<file path="src/rtl/sqwave_pkg.sv">
package sqwave_pkg;

  // Strobes from the control half to the datapath half, valid for one cycle
  typedef struct packed {
    logic doStart;   // load the divisor for a fresh high half-period
    logic doWrap;    // terminal count reached: reload for the next half
    logic doStep;    // ordinary tick: step the count down by two
    logic newLevel;  // output level that the reload is being made for
  } chanStb_t;

endpackage

</file>
<file path="src/rtl/sqwave_datapath.sv">
module sqwave_datapath
  import sqwave_pkg::*;
#(
  parameter int CNT_W = 16
) (
  input  logic             clk,
  input  logic             rst_n,
  input  logic             loadStb,
  input  logic [CNT_W-1:0] countIn,
  input  chanStb_t         stb,
  output logic             atTerm
);

  localparam int CW = CNT_W + 1;
  localparam logic [CW-1:0] FULL_CNT = CW'(1) << CNT_W;
  localparam logic [CW-1:0] TERM_CNT = CW'(2);

  logic [CNT_W-1:0] holdCount;
  logic [CW-1:0]    counter;
  logic [CW-1:0]    extCount;
  logic [CW-1:0]    reloadVal;

  // Divisor register: a write during a run is only picked up at a reload
  always_ff @(posedge clk) begin
    if (!rst_n)       holdCount <= '0;
    else if (loadStb) holdCount <= countIn;
  end

  // Reload value per half-period: zero means full range; odd counts split unevenly
  always_comb begin
    extCount = (holdCount == '0) ? FULL_CNT : {1'b0, holdCount};
    if (!extCount[0])       reloadVal = extCount;
    else if (stb.newLevel)  reloadVal = extCount + CW'(1);
    else if (extCount == CW'(1)) reloadVal = TERM_CNT;
    else                    reloadVal = extCount - CW'(1);
  end

  always_ff @(posedge clk) begin
    if (!rst_n)                        counter <= '0;
    else if (stb.doStart || stb.doWrap) counter <= reloadVal;
    else if (stb.doStep)               counter <= counter - CW'(2);
  end

  assign atTerm = (counter == TERM_CNT);

  // the count never becomes odd
  a_r11_count_even: assert property (@(posedge clk) disable iff (!rst_n)
    counter[0] == 1'b0)
    else $error("a_r11_count_even");

  // an ordinary tick removes exactly two
  a_r11_step_two: assert property (@(posedge clk) disable iff (!rst_n)
    stb.doStep |=> (counter == $past(counter) - CW'(2)))
    else $error("a_r11_step_two");

  // a fresh load lands inside the legal range
  a_r5_load_range: assert property (@(posedge clk) disable iff (!rst_n)
    stb.doStart |=> (counter >= TERM_CNT && counter <= FULL_CNT))
    else $error("a_r5_load_range");

endmodule

</file>
<file path="src/rtl/sqwave_ctrl.sv">
module sqwave_ctrl
  import sqwave_pkg::*;
(
  input  logic     clk,
  input  logic     rst_n,
  input  logic     tickEn,
  input  logic     loadStb,
  input  logic     gate,
  input  logic     atTerm,
  output chanStb_t stb,
  output logic     outLevel
);

  logic armed;     // a divisor has been written since reset
  logic startReq;  // next live tick must load a fresh high half
  logic tickLive;

  assign tickLive = tickEn && gate && armed;

  always_comb begin
    stb = '0;
    if (tickLive && startReq) begin
      stb.doStart  = 1'b1;
      stb.newLevel = 1'b1;
    end else if (tickLive) begin
      if (atTerm) begin
        stb.doWrap   = 1'b1;
        stb.newLevel = ~outLevel;
      end else begin
        stb.doStep = 1'b1;
      end
    end
  end

  always_ff @(posedge clk) begin
    if (!rst_n) begin
      armed    <= 1'b0;
      startReq <= 1'b0;
      outLevel <= 1'b1;
    end else begin
      if (loadStb && !armed) begin
        armed    <= 1'b1;
        startReq <= 1'b1;
      end
      if (!gate && (armed || loadStb)) startReq <= 1'b1;
      if (stb.doStart) startReq <= 1'b0;
      if (!gate)                          outLevel <= 1'b1;
      else if (stb.doStart || stb.doWrap) outLevel <= stb.newLevel;
    end
  end

  // idle channel stays high
  a_r1_idle_high: assert property (@(posedge clk) disable iff (!rst_n)
    !armed |-> outLevel)
    else $error("a_r1_idle_high");

  // without a tick the level holds
  a_r7_hold_no_tick: assert property (@(posedge clk) disable iff (!rst_n)
    (!tickEn && gate) |=> $stable(outLevel))
    else $error("a_r7_hold_no_tick");

  // terminal count with a tick flips the level
  a_r3_flip_at_term: assert property (@(posedge clk) disable iff (!rst_n)
    (tickEn && gate && armed && !startReq && atTerm) |=> (outLevel != $past(outLevel)))
    else $error("a_r3_flip_at_term");

  // gate low drives the level high
  a_r8_gate_high: assert property (@(posedge clk) disable iff (!rst_n)
    !gate |=> outLevel)
    else $error("a_r8_gate_high");

  // a restart begins with a high half
  a_r9_restart_high: assert property (@(posedge clk) disable iff (!rst_n)
    (tickEn && gate && startReq) |=> outLevel)
    else $error("a_r9_restart_high");

endmodule

</file>
<file path="src/rtl/sqwave_timer_chan.sv">
module sqwave_timer_chan
  import sqwave_pkg::*;
#(
  parameter int CNT_W = 16
) (
  input  logic             clk,
  input  logic             rst_n,
  input  logic             tickEn,
  input  logic             loadStb,
  input  logic [CNT_W-1:0] countIn,
  input  logic             gate,
  output logic             waveOut
);

  chanStb_t stb;
  logic     atTerm;
  logic     outLevel;

  sqwave_ctrl ctrl_i (
    .clk      (clk),
    .rst_n    (rst_n),
    .tickEn   (tickEn),
    .loadStb  (loadStb),
    .gate     (gate),
    .atTerm   (atTerm),
    .stb      (stb),
    .outLevel (outLevel)
  );

  sqwave_datapath #(.CNT_W(CNT_W)) dp_i (
    .clk     (clk),
    .rst_n   (rst_n),
    .loadStb (loadStb),
    .countIn (countIn),
    .stb     (stb),
    .atTerm  (atTerm)
  );

  // Gate low forces the output high in the same cycle
  assign waveOut = outLevel | ~gate;

  // output high whenever gate is low
  a_r8_out_forced: assert property (@(posedge clk) disable iff (!rst_n)
    $fell(gate) |-> waveOut)
    else $error("a_r8_out_forced");

endmodule

</file>
<file path="config.mk">
export PLATFORM = sky130hd
export DESIGN_NAME = sqwave_timer_chan
export DESIGN_NICKNAME = d
export VERILOG_FILES = /design/src/rtl/sqwave_pkg.sv /design/src/rtl/sqwave_datapath.sv /design/src/rtl/sqwave_ctrl.sv /design/src/rtl/sqwave_timer_chan.sv
export SDC_FILE = /design/constraint.sdc
export NUM_CORES = 1
export LEC_CHECK = 0
export BUFFER_PORTS_ARGS = -buffer_cell sky130_fd_sc_hd__buf_4
export CAP_MARGIN = 20
export CELL_PAD_IN_SITES_DETAIL_PLACEMENT = 0
export CELL_PAD_IN_SITES_GLOBAL_PLACEMENT = 1
export CORE_MARGIN = 3
export CORE_UTILIZATION = 42
export CTS_BUF_LIST = sky130_fd_sc_hd__clkbuf_2
export DETAILED_ROUTE_END_ITERATION = 8
export GPL_TIMING_DRIVEN = 0
export PLACE_DENSITY = 0.83
export SYNTH_ARGS = -nofsm -noshare
export SYNTH_HDL_FRONTEND = slang
export SYNTH_SLANG_ARGS = --single-unit
</file>
<file path="constraint.sdc">
create_clock -name clk -period 2.5 [get_ports clk]
set_input_delay 0 -clock clk [delete_from_list [all_inputs] [get_ports clk]]
set_output_delay 0 -clock clk [all_outputs]
set_load 0.03 [all_outputs]
</file>
==> results.toml <==
[run_status]
status = "complete, no violations"

[sta]
hold_violations = 0
finalClockSkew_ns = 0.00937
fmax_mhz = 415
finalSetupViolations = 0
relSlewSlack = 0.541
drv_slew = 0
rsz0062_at_grt = "no"
final.min_clock_period_ns = 2.41
finalCritPeriodShare = 0.963
tightest_slew_ns = 0.688
hold_slack_ns = 0.0107

[critical_path]
crit_type = "flip-flop to flip-flop"
crit_required_ns = 2.79
path_max_fanout = 10
end_kind = "flip-flop"
cp.arrival_ns = 2.70
cp-start-kind = "flip-flop"

[synth]
yosys.area.top_type = "dfxtp_1"
ys_warn_count = 0
synth.distinct_cells = 74
synthTopCellsByCount = "nor2_1 (40), dfxtp_1 (36), mux2i_1 (23), nand2_1 (23), a21oi_1 (22)"
synth.avg_cell_area_um2 = 7.81
synthArstFlopShare = 0
yosysSeqAreaShare = 0.259
synth_top_area_share = 0.259
yosys.cell_count.top_type = "nor2_1"
yosys-top-cells-area = "dfxtp_1 (26%), mux2i_1 (8.3%), nor2_1 (5.4%), a21oi_1 (4.0%), nand2_1 (3.1%)"
syn_nets = 381
synth-seq-cells = 36
synth_edf_count = 0
synthCells = 356
synth_flop_cell = "dfxtp_1"
synth.cell_area_um2 = 2780

[clocking]
cts_buffer_depth = 2
cts_root_buf = "clkbuf_2"
insertion_delay_ns = 0.39
cts_max_level = 2
cts_made_buffers = 5
clock_sinks = 36
tritoncts = "yes"
clk_pin_slew_ns = 0.18

[floorplan]
dieArea_um2 = 7640
die_height_um = 87.4
placementRows = 29
initial_core_util = 0.436
die_w_um = 87.4
core-area_um2 = 6390
pin_count = 22

[layout]
design_area_um2 = 3310
drive_gt1_frac = 0.158
area_delta_synth_final_pct = 19.0
final_nets = 428
antenna_cells = 0

[grt]
grt_max_degree = 11
grt_pass1_vias = 2784
grtUsageTotal = 0.232
grt_pass1_wl_mm = 14.2
overflow = 0
antenna_found_initial = 0

[placement]
dp_hpwl_mm = 6.14
place_area_um2 = 3020
gp_congestion = 0.904
portBuffers = 19

[pwr]
power.share.clock = 0.199
p_int_uw = 880
power.switching_uw = 493
peakVddDrop_mv = 0.256
combPwrFrac = 0.336
p_sw_frac = 0.359
p_leak_uw = 0.00130
power.density_nw_per_um2 = 415
seq_power_share = 0.465

[routing]
wl_per_cell_um = 17.3
drc_errors = 0
ant_nets = 0
wl_mm = 8.32
viasPerCell = 6.08
dr.pass1.iters = 5
vias = 2925
drt_iter0_markers = 233

[worst_hold_path]
hp-class = "primary input to flip-flop"

[job]
cap_viol_max_count = 0
==> critical path, stage by stage (launching register included) <==
cell     delay, ns
dfxtp_1       0.42
and3_1        0.17
buf_2         0.17
and2_1        0.26
a21oi_1       0.30
buf_2         0.30
mux2i_1       0.25
mux2i_1       0.32
a21oi_1       0.11
==> final timing paths <==
check	to	startpoint	slack, ns	cells past startpoint
min	dp_i.counter[6]	rst_n	0.01	3
min reg2reg	dp_i.counter[0]	dp_i.counter[0]	0.50	1
max	dp_i.counter[8]	ctrl_i.armed	0.09	8
max reg2reg	dp_i.counter[8]	ctrl_i.armed	0.09	8
==> final cells by class <==
cell class,instances,area [µm²]
Clock buffer,7,35.0
Tap cell,77,96.3
Timing Repair Buffer,42,360
Fill cell,623,3080
Sequential cell,36,724
Clock inverter,1,3.75
Buffer,29,148
Multi-Input combinational cell,279,1910
Inverter,10,37.5
==> layout by cell type (no fill, tap or decap), drive strengths merged, types with 5 or more instances in the layout <==
cell	synthesis	final
a21oi	22	22
nand3	16	16
nor4	8	8
and3	5	5
inv	10	10
a31oi	7	7
and2	6	6
dfxtp	36	36
a2111oi	5	5
buf	14	39
dlygate4sd3	0	18
nand4	13	13
nand2	23	23
nor2	41	41
nand2b	5	5
o21ai	16	16
o21a	6	6
nor3	16	16
mux2i	23	23
clkbuf	17	21
o221ai	7	7
==> per-layer routing <==
| layer | up-vias | GRT usage | share of wire |
|---|---|---|---|
| met2 | 111 | 0.384 | 0.47 |
| met5 | - | 0 | 0 |
| met3 | 13 | 0.0303 | 0.051 |
| met4 | 0 | 0.0516 | 0.011 |
| li1 | 1427 | - | - |
| met1 | 1374 | 0.319 | 0.47 |
==> cell families (layout without fill, tap and decap cells) <==
group / after synthesis / in the layout / share of synthesized area
fa+ha+maj: 4 / 4 / 0.0180
mux: 23 / 23 / 0.0828
compound gates: 90 / 90 / 0.230
flops: 36 / 36 / 0.259
simple gates: 155 / 155 / 0.323
xor+xnor: 7 / 7 / 0.0220
buf+inv: 41 / 89 / 0.0652
==> metrics by stage <==
stage / std cells / total power, µW / setup TNS [ns] / setup WS [ns] / util
final: 481 / 1370 / 0 / 0.0922 / 0.518
after global routing: 481 / 1460 / 0 / 0.00531 / 0.518
after CTS: 477 / 1370 / 0 / 0.0107 / 0.511
after detailed placement: 452 / 1060 / -3.00 / -0.413 / 0.473
after global placement: 452 / 1060 / -3.28 / -0.430 / 0.473
after floorplan: 356 / 953 / 0 / 0.0299 / -
==> power groups by stage <==
stage	sequential, µW	clock (µW)	combinational [µW]
global placement	648	0	409
global route	645	303	509
finish	639	273	462
CTS	639	283	444
detailed placement	649	0	413
floorplan	640	0	313
==> what timing repair did <==
| action | in CTS | in global routing |
|---|---|---|
| setup endpoints to repair | 15 | 3 |
| gates resized for setup | 5 | 6 |
| endpoints found under the hold margin | 18 | 0 |
| pin swaps | 1 | 2 |
| hold buffers | 18 | 0 |
| setup buffers | 1 | 4 |
| gates cloned | 0 | 0 |
==> sequential cells by signal, indices dropped and copies added (netlist names) <==
register and count:
ctrl_i.armed 1, ctrl_i.outLevel 1, dp_i.counter 17, dp_i.holdCount 16, ctrl_i.startReq 1
(Power assumes the default switching activity.)
